$ cat src/rtl/svs_pkg.sv
package svs_pkg;
  localparam int LVL_W  = 4;
  localparam int DATA_W = 16;
  localparam int ADDR_W = 2;
  localparam int NCLR   = 4;

  localparam logic [7:0]        KEY_VAL = 8'hA5;
  localparam logic [ADDR_W-1:0] A_KEY   = 2'd0;
  localparam logic [ADDR_W-1:0] A_CTRL  = 2'd1;
  localparam logic [ADDR_W-1:0] A_CLR   = 2'd2;

  localparam int C_SUP = 0;
  localparam int C_MON = 1;
  localparam int C_REC = 2;
  localparam int C_DLY = 3;
  localparam int C_KV  = 4;

  typedef struct packed {
    logic             mon_rst_en;
    logic             kv_ie;
    logic             dly_ie;
    logic             rec_ie;
    logic             mon_ie;
    logic             sup_ie;
    logic             sup_rst_en;
    logic             fast;
    logic [LVL_W-1:0] mon_lvl;
    logic [LVL_W-1:0] sup_lvl;
  } ctrl_t;
endpackage

$ cat src/rtl/svs_regs.sv
module svs_regs
  import svs_pkg::*;
(
  input  logic              clk,
  input  logic              rst_n,
  input  logic              wr_en,
  input  logic [ADDR_W-1:0] wr_addr,
  input  logic [DATA_W-1:0] wr_data,
  output ctrl_t             ctrl_o,
  output logic              settle_start_o,
  output logic              settle_fast_o,
  output logic [NCLR-1:0]   clr_o,
  output logic              kv_flag_o
);
  logic  unlocked_q;
  logic  kv_q;
  ctrl_t ctrl_q;
  ctrl_t ctrl_new;
  logic  key_wr, key_ok, reg_wr, accept, viol, ctrl_wr, clr_wr, changed;

  always_comb begin
    ctrl_new = ctrl_t'(wr_data);
    key_wr   = wr_en && (wr_addr == A_KEY);
    key_ok   = (wr_data[15:8] == KEY_VAL);
    reg_wr   = wr_en && (wr_addr != A_KEY);
    accept   = reg_wr && unlocked_q;
    viol     = (key_wr && !key_ok) || (reg_wr && !unlocked_q);
    ctrl_wr  = accept && (wr_addr == A_CTRL);
    clr_wr   = accept && (wr_addr == A_CLR);
    changed  = (ctrl_new.sup_lvl != ctrl_q.sup_lvl) ||
               (ctrl_new.mon_lvl != ctrl_q.mon_lvl) ||
               (ctrl_new.fast    != ctrl_q.fast);
  end

  assign settle_start_o = ctrl_wr && changed;
  assign settle_fast_o  = ctrl_new.fast;
  assign clr_o          = clr_wr ? wr_data[NCLR-1:0] : '0;
  assign ctrl_o         = ctrl_q;
  assign kv_flag_o      = kv_q;

  always_ff @(posedge clk or negedge rst_n) begin
    if (!rst_n) begin
      unlocked_q <= 1'b0;
      kv_q       <= 1'b0;
      ctrl_q     <= '0;
    end else begin
      if (key_wr) unlocked_q <= key_ok && !wr_data[0];
      if (viol) kv_q <= 1'b1;
      else if (clr_wr && wr_data[C_KV]) kv_q <= 1'b0;
      if (ctrl_wr) ctrl_q <= ctrl_new;
    end
  end

  AST_LOCKED_CTRL_HOLD: assert property (@(posedge clk) disable iff (!rst_n)
    (wr_en && wr_addr == A_CTRL && !unlocked_q) |=> $stable(ctrl_q));
  AST_BAD_KEY_FLAG: assert property (@(posedge clk) disable iff (!rst_n)
    (wr_en && wr_addr == A_KEY && wr_data[15:8] != KEY_VAL) |=> (kv_q && !unlocked_q));
endmodule

$ cat src/rtl/svs_detect.sv
module svs_detect (
  input  logic clk,
  input  logic rst_n,
  input  logic fall_i,
  input  logic rise_i,
  input  logic clr_i,
  output logic fault_o,
  output logic flag_o
);
  logic fault_q, flag_q;

  always_ff @(posedge clk or negedge rst_n) begin
    if (!rst_n) begin
      fault_q <= 1'b0;
      flag_q  <= 1'b0;
    end else begin
      if (fall_i)      fault_q <= 1'b1;
      else if (rise_i) fault_q <= 1'b0;
      if (clr_i)                  flag_q <= 1'b0;
      else if (fall_i || fault_q) flag_q <= 1'b1;
    end
  end

  assign fault_o = fault_q;
  assign flag_o  = flag_q;

  AST_HYST_HOLD: assert property (@(posedge clk) disable iff (!rst_n)
    (fault_q && !rise_i) |=> fault_q);
  AST_FALL_SETS_FLAG: assert property (@(posedge clk) disable iff (!rst_n)
    (fall_i && !clr_i) |=> flag_q);
  AST_REARM_AFTER_CLR: assert property (@(posedge clk) disable iff (!rst_n)
    (fault_q && !clr_i) |=> flag_q);
endmodule

$ cat src/rtl/svs_settle.sv
module svs_settle #(
  parameter int DLY_SLOW = 16,
  parameter int DLY_FAST = 4
) (
  input  logic clk,
  input  logic rst_n,
  input  logic start_i,
  input  logic fast_i,
  input  logic clr_i,
  output logic settling_o,
  output logic flag_o
);
  localparam int CNT_W = $clog2(DLY_SLOW + 1);
  localparam logic [CNT_W-1:0] LOAD_SLOW = CNT_W'(DLY_SLOW);
  localparam logic [CNT_W-1:0] LOAD_FAST = CNT_W'(DLY_FAST);

  logic [CNT_W-1:0] cnt_q;
  logic             flag_q;

  always_ff @(posedge clk or negedge rst_n) begin
    if (!rst_n) begin
      cnt_q  <= '0;
      flag_q <= 1'b1;
    end else if (start_i) begin
      cnt_q  <= fast_i ? LOAD_FAST : LOAD_SLOW;
      flag_q <= 1'b0;
    end else if (cnt_q != '0) begin
      cnt_q <= cnt_q - CNT_W'(1);
      if (cnt_q == CNT_W'(1)) flag_q <= 1'b1;
    end else if (clr_i) begin
      flag_q <= 1'b0;
    end
  end

  assign settling_o = (cnt_q != '0);
  assign flag_o     = flag_q;

  AST_SETTLE_FLAG_LOW: assert property (@(posedge clk) disable iff (!rst_n)
    (cnt_q != '0) |-> !flag_q);
  AST_SETTLE_DONE: assert property (@(posedge clk) disable iff (!rst_n)
    (cnt_q == CNT_W'(1) && !start_i) |=> (flag_q && cnt_q == '0));
endmodule

$ cat src/rtl/svs_channel.sv
module svs_channel
  import svs_pkg::*;
#(
  parameter int DLY_SLOW = 16,
  parameter int DLY_FAST = 4
) (
  input  logic              clk,
  input  logic              rst_n,
  input  logic              cmp_sup_fall,
  input  logic              cmp_sup_rise,
  input  logic              cmp_mon_fall,
  input  logic              cmp_mon_rise,
  input  logic              wr_en,
  input  logic [ADDR_W-1:0] wr_addr,
  input  logic [DATA_W-1:0] wr_data,
  output logic [LVL_W-1:0]  sup_level_o,
  output logic [LVL_W-1:0]  mon_level_o,
  output logic              fast_mode_o,
  output logic              sup_flag_o,
  output logic              mon_flag_o,
  output logic              rec_flag_o,
  output logic              dly_flag_o,
  output logic              kv_flag_o,
  output logic              irq_o,
  output logic              por_req_o
);
  ctrl_t           ctrl;
  logic            settle_start, settle_fast, settling;
  logic [NCLR-1:0] clr;
  logic            sup_fault, mon_fault, any_fault, any_fault_q, rec_q;

  svs_regs u_regs (
    .clk            (clk),
    .rst_n          (rst_n),
    .wr_en          (wr_en),
    .wr_addr        (wr_addr),
    .wr_data        (wr_data),
    .ctrl_o         (ctrl),
    .settle_start_o (settle_start),
    .settle_fast_o  (settle_fast),
    .clr_o          (clr),
    .kv_flag_o      (kv_flag_o)
  );

  svs_detect u_sup (
    .clk     (clk),
    .rst_n   (rst_n),
    .fall_i  (cmp_sup_fall),
    .rise_i  (cmp_sup_rise),
    .clr_i   (clr[C_SUP]),
    .fault_o (sup_fault),
    .flag_o  (sup_flag_o)
  );

  svs_detect u_mon (
    .clk     (clk),
    .rst_n   (rst_n),
    .fall_i  (cmp_mon_fall),
    .rise_i  (cmp_mon_rise),
    .clr_i   (clr[C_MON]),
    .fault_o (mon_fault),
    .flag_o  (mon_flag_o)
  );

  svs_settle #(.DLY_SLOW(DLY_SLOW), .DLY_FAST(DLY_FAST)) u_settle (
    .clk        (clk),
    .rst_n      (rst_n),
    .start_i    (settle_start),
    .fast_i     (settle_fast),
    .clr_i      (clr[C_DLY]),
    .settling_o (settling),
    .flag_o     (dly_flag_o)
  );

  assign any_fault = sup_fault || mon_fault;

  always_ff @(posedge clk or negedge rst_n) begin
    if (!rst_n) begin
      any_fault_q <= 1'b0;
      rec_q       <= 1'b0;
    end else begin
      any_fault_q <= any_fault;
      if (any_fault_q && !any_fault) rec_q <= 1'b1;
      else if (clr[C_REC])           rec_q <= 1'b0;
    end
  end

  assign rec_flag_o  = rec_q;
  assign sup_level_o = ctrl.sup_lvl;
  assign mon_level_o = ctrl.mon_lvl;
  assign fast_mode_o = ctrl.fast;

  assign irq_o = !settling && ((sup_flag_o && ctrl.sup_ie) || (mon_flag_o && ctrl.mon_ie) ||
                               (rec_q && ctrl.rec_ie) || (dly_flag_o && ctrl.dly_ie) ||
                               (kv_flag_o && ctrl.kv_ie));
  assign por_req_o = !settling && ((sup_flag_o && ctrl.sup_rst_en) ||
                                   (mon_flag_o && ctrl.mon_rst_en));

  AST_MASK_OUT: assert property (@(posedge clk) disable iff (!rst_n)
    settling |-> (!irq_o && !por_req_o));
  AST_REC_ON_CLEAR: assert property (@(posedge clk) disable iff (!rst_n)
    (any_fault_q && !any_fault) |=> rec_q);
  AST_POR_NEEDS_EN: assert property (@(posedge clk) disable iff (!rst_n)
    por_req_o |-> (ctrl.sup_rst_en || ctrl.mon_rst_en));
endmodule

$ cat config.mk
export PLATFORM = sky130hd
export DESIGN_NAME = svs_channel
export DESIGN_NICKNAME = d
export VERILOG_FILES = /design/src/rtl/svs_pkg.sv /design/src/rtl/svs_regs.sv /design/src/rtl/svs_detect.sv /design/src/rtl/svs_settle.sv /design/src/rtl/svs_channel.sv
export SDC_FILE = /design/constraint.sdc
export NUM_CORES = 1
export LEC_CHECK = 0
export CAP_MARGIN = 5
export CORE_ASPECT_RATIO = 2
export CORE_MARGIN = 4
export CORE_UTILIZATION = 48
export CTS_BUF_LIST = sky130_fd_sc_hd__clkbuf_16
export DETAILED_ROUTE_END_ITERATION = 10
export PLACE_DENSITY = 0.8
export SLEW_MARGIN = 5
export SYNTH_ARGS = -nofsm -noshare
export SYNTH_HDL_FRONTEND = slang
export SYNTH_SLANG_ARGS = --single-unit
$ cat constraint.sdc
create_clock -name clk -period 2.5 [get_ports clk]
set_input_delay 0.375 -clock clk [delete_from_list [all_inputs] [get_ports clk]]
set_output_delay 0.375 -clock clk [all_outputs]
set_load 0.01 [all_outputs]
==> out/results.ini, run 1 <==
[timing]
fin_hold_ws_ns=0.488
rsz0062_at_grt=false
tightest_slew_ns=0.467
slew-limit-headroom=0.685
fin_ws_ns=0.192
fin_crit_sh=0.923
setup_viol_count_final=0
drv_slew=0
min_period_ns=2.31
fmax_mhz=433
skew_ns=0.00394
setup-tns-final_ns=0
finalHoldViolations=0

[place]
placedCellCount=187
place_hpwl_um=2570
place_congestion=0.787
dpl_worst_slack_ns=0.463
io_buffers=40

[logic_synthesis]
synth_top_family_by_area=multiplexers
synth-main-ff-cell=dfrtp_1
ys_ff_latch=30
syn_inst=124
synth-simple-area-share=0.123
synth_nets=151
syn_area_mm2=0.00147
synth_compound_area_frac=0.0791
avgSynthCellArea_um2=11.9
muxShareOfSynthArea=0.146
synth-edff-count=0
synth-seq-area-share=0.511
synth_cell_types=30
synth-adder-area-share=0.0170
synth-xor-area-share=0.0655
synth_async_sr_flop_share=1.00
yosys_warnings=0

[worst_setup_path]
required_ns=2.12
critPathKind=reg -> out
crit_path_end_kind=primary output
cp-start-kind=register
cp_data_arrival_time_ns=1.93
path_max_fanout=7

[status]
status=completed

[clock_tree]
numCtsBuffers=5
clock_latency_ns=0.27
root_buffer=clkbuf_16
clk_pin_slew_ns=0.05
cts_hold_buf=0
cts_tree=yes
cts_htree_levels=2
cts_setup_buffers=0
cts.path.max_buffers=2
cts_sinks=30
cts_resized=0

[route]
via_per_inst=5.58
drtAntennaViolNets=0
wl_um=3310
firstDrtPassIters=4
vias=1088
wl_per_cell_um=17.0
drc=0
dr.first_iter.drc_count=18

[global_route]
grt_max_degree=31
grt_first_pass_wirelength_um=5290
grt_overflow=0
antenna_found_initial=0
grt_usage=0.185
grt_pass1_vias=1218

[finish]
syn2layout_area_growth_pct=37.6
fin_nets=191
fill_cells=225
antennaDiodeCount=0
fin_cells=195
drive_gt1_frac=0.200

[floorplan]
dieArea_mm2=0.00407
die_w_um=47.1
pin_count=41
core-area_mm2=0.00294
die_h_um=86.3
initial_core_util=0.500
row_count=28

[pwr]
vdd_drop_max_v=0.000676
leakage_nw=0.953
total_power_mw=1.48
power_density_mw_per_mm2=732

[flow_run]
drv_cap=0

[min_path]
hp-class=in -> async

## per-layer routing
metal	share of wire	vias to the layer above	track usage
met1	0.34	526	0.186
met3	0.056	15	0.0603
li1	-	512	-
met5	0	-	0
met2	0.56	35	0.309
met4	0.047	0	0.113
## registers in the layout, indices dropped and copies added (netlist names)
| register | count |
|---|---|
| any_fault_q | 1 |
| u_mon.flag_o | 1 |
| u_sup.fault_o | 1 |
| rec_flag_o | 1 |
| u_regs.unlocked_q | 1 |
| u_regs.kv_flag_o | 1 |
| u_regs.ctrl_o | 16 |
| u_mon.fault_o | 1 |
| u_sup.flag_o | 1 |
| u_settle.cnt_q | 5 |
| u_settle.flag_o | 1 |
## critical path, cell delays in order (launching register included)
cell and delay (ns):
dfrtp_1 0.41, nor3_1 0.27, nand2_1 0.22, a21oi_1 0.17
clkdlybuf4s50_1 0.58
## where the power goes
group / switching [mW] / internal [mW]
clock network: 0.203 / 0.465
registers: 0.0370 / 0.527
logic: 0.119 / 0.129
## kinds of logic after synthesis
family	Yosys count
simple gates	31
flops	30
mux	19
compound gates	17
buf+inv	14
xor+xnor	11
fa+ha+maj	2
## final cells by class
cell class | instances | area, µm² | share of cell area
Clock buffer | 5 | 125 | 0.0618
Sequential cell | 30 | 752 | 0.372
Inverter | 5 | 18.8 | 0.00928
Multi-Input combinational cell | 80 | 634 | 0.314
Timing Repair Buffer | 42 | 415 | 0.205
Clock inverter | 3 | 40.0 | 0.0198
Tap cell | 30 | 37.5 | 0.0186
## cell usage in the layout (no fill, tap or decap), drive strengths merged, types with 2 or more instances in the layout
cell type,count
a21o,2
a21oi,4
a22oi,2
buf,2
clkbuf,5
clkdlybuf4s50,40
clkinv,2
dfrtp,29
ha,2
inv,5
mux2,17
mux2i,2
nand2,12
nor2,6
nor3,5
nor4bb,2
o21ai,4
xor2,10
## final timing paths
check,start,endpoint,slack (ns),depth (start not counted)
min in group clk,u_mon.fault_o,u_mon.fault_o,0.50,1
max in group asynchronous,rst_n,u_settle.flag_o,1.69,2
max reg2reg,u_regs.ctrl_o[7],u_settle.cnt_q[2],0.96,4
min reg2reg,u_mon.fault_o,u_mon.fault_o,0.50,1
min,rst_n,u_settle.cnt_q[4],0.49,2
max,u_settle.cnt_q[2],irq_o,0.19,4
## Yosys cell counts, drive strengths merged (2+ instances only)
library cell | count | share of area
a21o | 2 | 0.010
a21oi | 4 | 0.014
a22oi | 2 | 0.010
buf | 9 | 0.044
dfrtp | 29 | 0.49
ha | 2 | 0.017
inv | 5 | 0.013
mux2 | 17 | 0.13
mux2i | 2 | 0.014
nand2 | 12 | 0.031
nor2 | 6 | 0.015
nor3 | 5 | 0.017
nor4bb | 2 | 0.014
o21ai | 4 | 0.014
xor2 | 10 | 0.060
## stage by stage
step | utilization | area, µm²
final | 0.688 | 2020
after global routing | 0.688 | 2020
after CTS | 0.688 | 2020
after detailed placement | 0.631 | 1860
after global placement | 0.631 | 1860
after floorplan | - | 1470
Power figures use the tool's default switching activity.
==> run 2: changes to the inputs <==
- CORE_UTILIZATION: 48 -> 51
- MAX_ROUTING_LAYER: default -> met4
- PLACE_DENSITY: 0.8 -> 0.84
==> run 2 against run 1 <==
Global-route usage up 1.4 points. Utilization up 3.2 points. Wire length down 3.3%. Total power down 7.8%. Worst hold slack better by 0.0053 ns. Critical endpoint unchanged.
==> out/results.ini, run 2 (synthesis results as in run 1) <==
[timing]
tightest_slew_ns=0.381
fin_hold_ws_ns=0.493
finalHoldViolations=0
drv_slew=0
slew-limit-headroom=0.745
fin_crit_sh=0.918
setup_viol_count_final=0
setup-tns-final_ns=0
min_period_ns=2.30
skew_ns=0.00485
fmax_mhz=436
rsz0062_at_grt=false

[global_route]
grt_first_pass_wirelength_um=5400
grt_max_degree=31
grt_usage=0.199
grt_pass1_vias=1194
grt_overflow=0
antenna_found_initial=0

[floorplan]
pin_count=41
initial_core_util=0.531
core-area_mm2=0.00277
die_h_um=83.9
die_w_um=46.0
dieArea_mm2=0.00386
row_count=27

[route]
drtAntennaViolNets=0
wl_per_cell_um=16.5
firstDrtPassIters=6
wl_um=3200
drc=0
dr.first_iter.drc_count=10
vias=1067
via_per_inst=5.50

[place]
place_hpwl_um=2530
place_congestion=0.761
placedCellCount=186
io_buffers=40

[clock_tree]
cts_htree_levels=2
cts_resized=0
root_buffer=clkbuf_16
cts_tree=yes
cts.path.max_buffers=2
cts_sinks=30
cts_hold_buf=0
clk_pin_slew_ns=0.05
cts_setup_buffers=0
numCtsBuffers=5
clock_latency_ns=0.27

[worst_setup_path]
critPathKind=reg -> out
required_ns=2.12
cp-start-kind=register
crit_path_end_kind=primary output
worst_r2r_path_depth=4
cp_data_arrival_time_ns=1.92
r2r-start=u_regs.ctrl_o[7]
path_max_fanout=7
rrSetupSlack_ns=0.92
r2r_end=u_settle.cnt_q[2]

[flow_run]
drv_cap=0

[finish]
fin_cells=194
antennaDiodeCount=0
drive_gt1_frac=0.188
layout_common_cells=clkdlybuf4s50_1, dfrtp_1, mux2_2, nand2_1, xor2_1
largest_reg_flops=16
syn2layout_area_growth_pct=35.7
layout_commonest_cell=clkdlybuf4s50_1
fin_nets=191

[pwr]
vdd_drop_max_v=0.000526
power_density_mw_per_mm2=684
leakage_nw=0.942

[min_path]
hp-class=in -> async

[status]
status=completed

## run 2: cell types whose count changed in the layout (fill, tap and decap cells not counted)
cell,previous run,this run
clkinv_1,0,1
inv_1,5,6
bufinv_16,1,0
clkinv_2,2,1
## run 2: area by class of cell
class | instances | area (µm²)
Multi-Input combinational cell | 80 | 634
Sequential cell | 30 | 752
Inverter | 5 | 18.8
Clock buffer | 5 | 125
Tap cell | 29 | 36.3
Clock inverter | 3 | 12.5
Fill cell | 210 | 776
Timing Repair Buffer | 42 | 415
## run 2: how the worst max path moves through the flow
stage	startpoint	endpoint	slack [ns]	cells past startpoint
after floorplan	u_regs.ctrl_o[7]	u_settle.cnt_q[2]	1.05	4
after global placement	wr_data[8]	u_settle.cnt_q[2]	0.51	5
after detailed placement	wr_data[8]	u_settle.cnt_q[2]	0.47	5
after CTS	u_settle.cnt_q[2]	irq_o	0.20	4
after global routing	u_settle.cnt_q[0]	irq_o	0.05	5
final	u_settle.cnt_q[2]	irq_o	0.20	4
## run 2: critical path: stages (launching register included)
cell	delay, ns
dfrtp_1	0.42
nor3_1	0.27
nand2_1	0.23
a21oi_1	0.17
clkdlybuf4s50_1	0.55
## run 2: metrics by stage
stage,cell area [µm²],worst slack (ns),utilization,total power [mW]
after floorplan,1470,1.05,-,0.721
after global placement,1860,0.512,0.670,0.809
after detailed placement,1860,0.466,0.670,0.826
after CTS,1990,0.195,0.720,1.38
after global routing,1990,0.0526,0.720,1.43
final,1990,0.204,0.720,1.36
## run 2: where the power goes
part	switching [mW]	total (mW)	internal, mW	leakage [nW]
registers	0.0401	0.568	0.528	0.376
clock network	0.189	0.546	0.358	0.0724
logic	0.121	0.251	0.130	0.494
total	0.350	1.36	1.02	0.942
## run 2: layer usage
metal | wire length [µm] | global-route usage
met5 | 0 | -
met4 | 76 | 0.0829
met1 | 1120 | 0.204
met2 | 1850 | 0.335
met3 | 152 | 0.0540
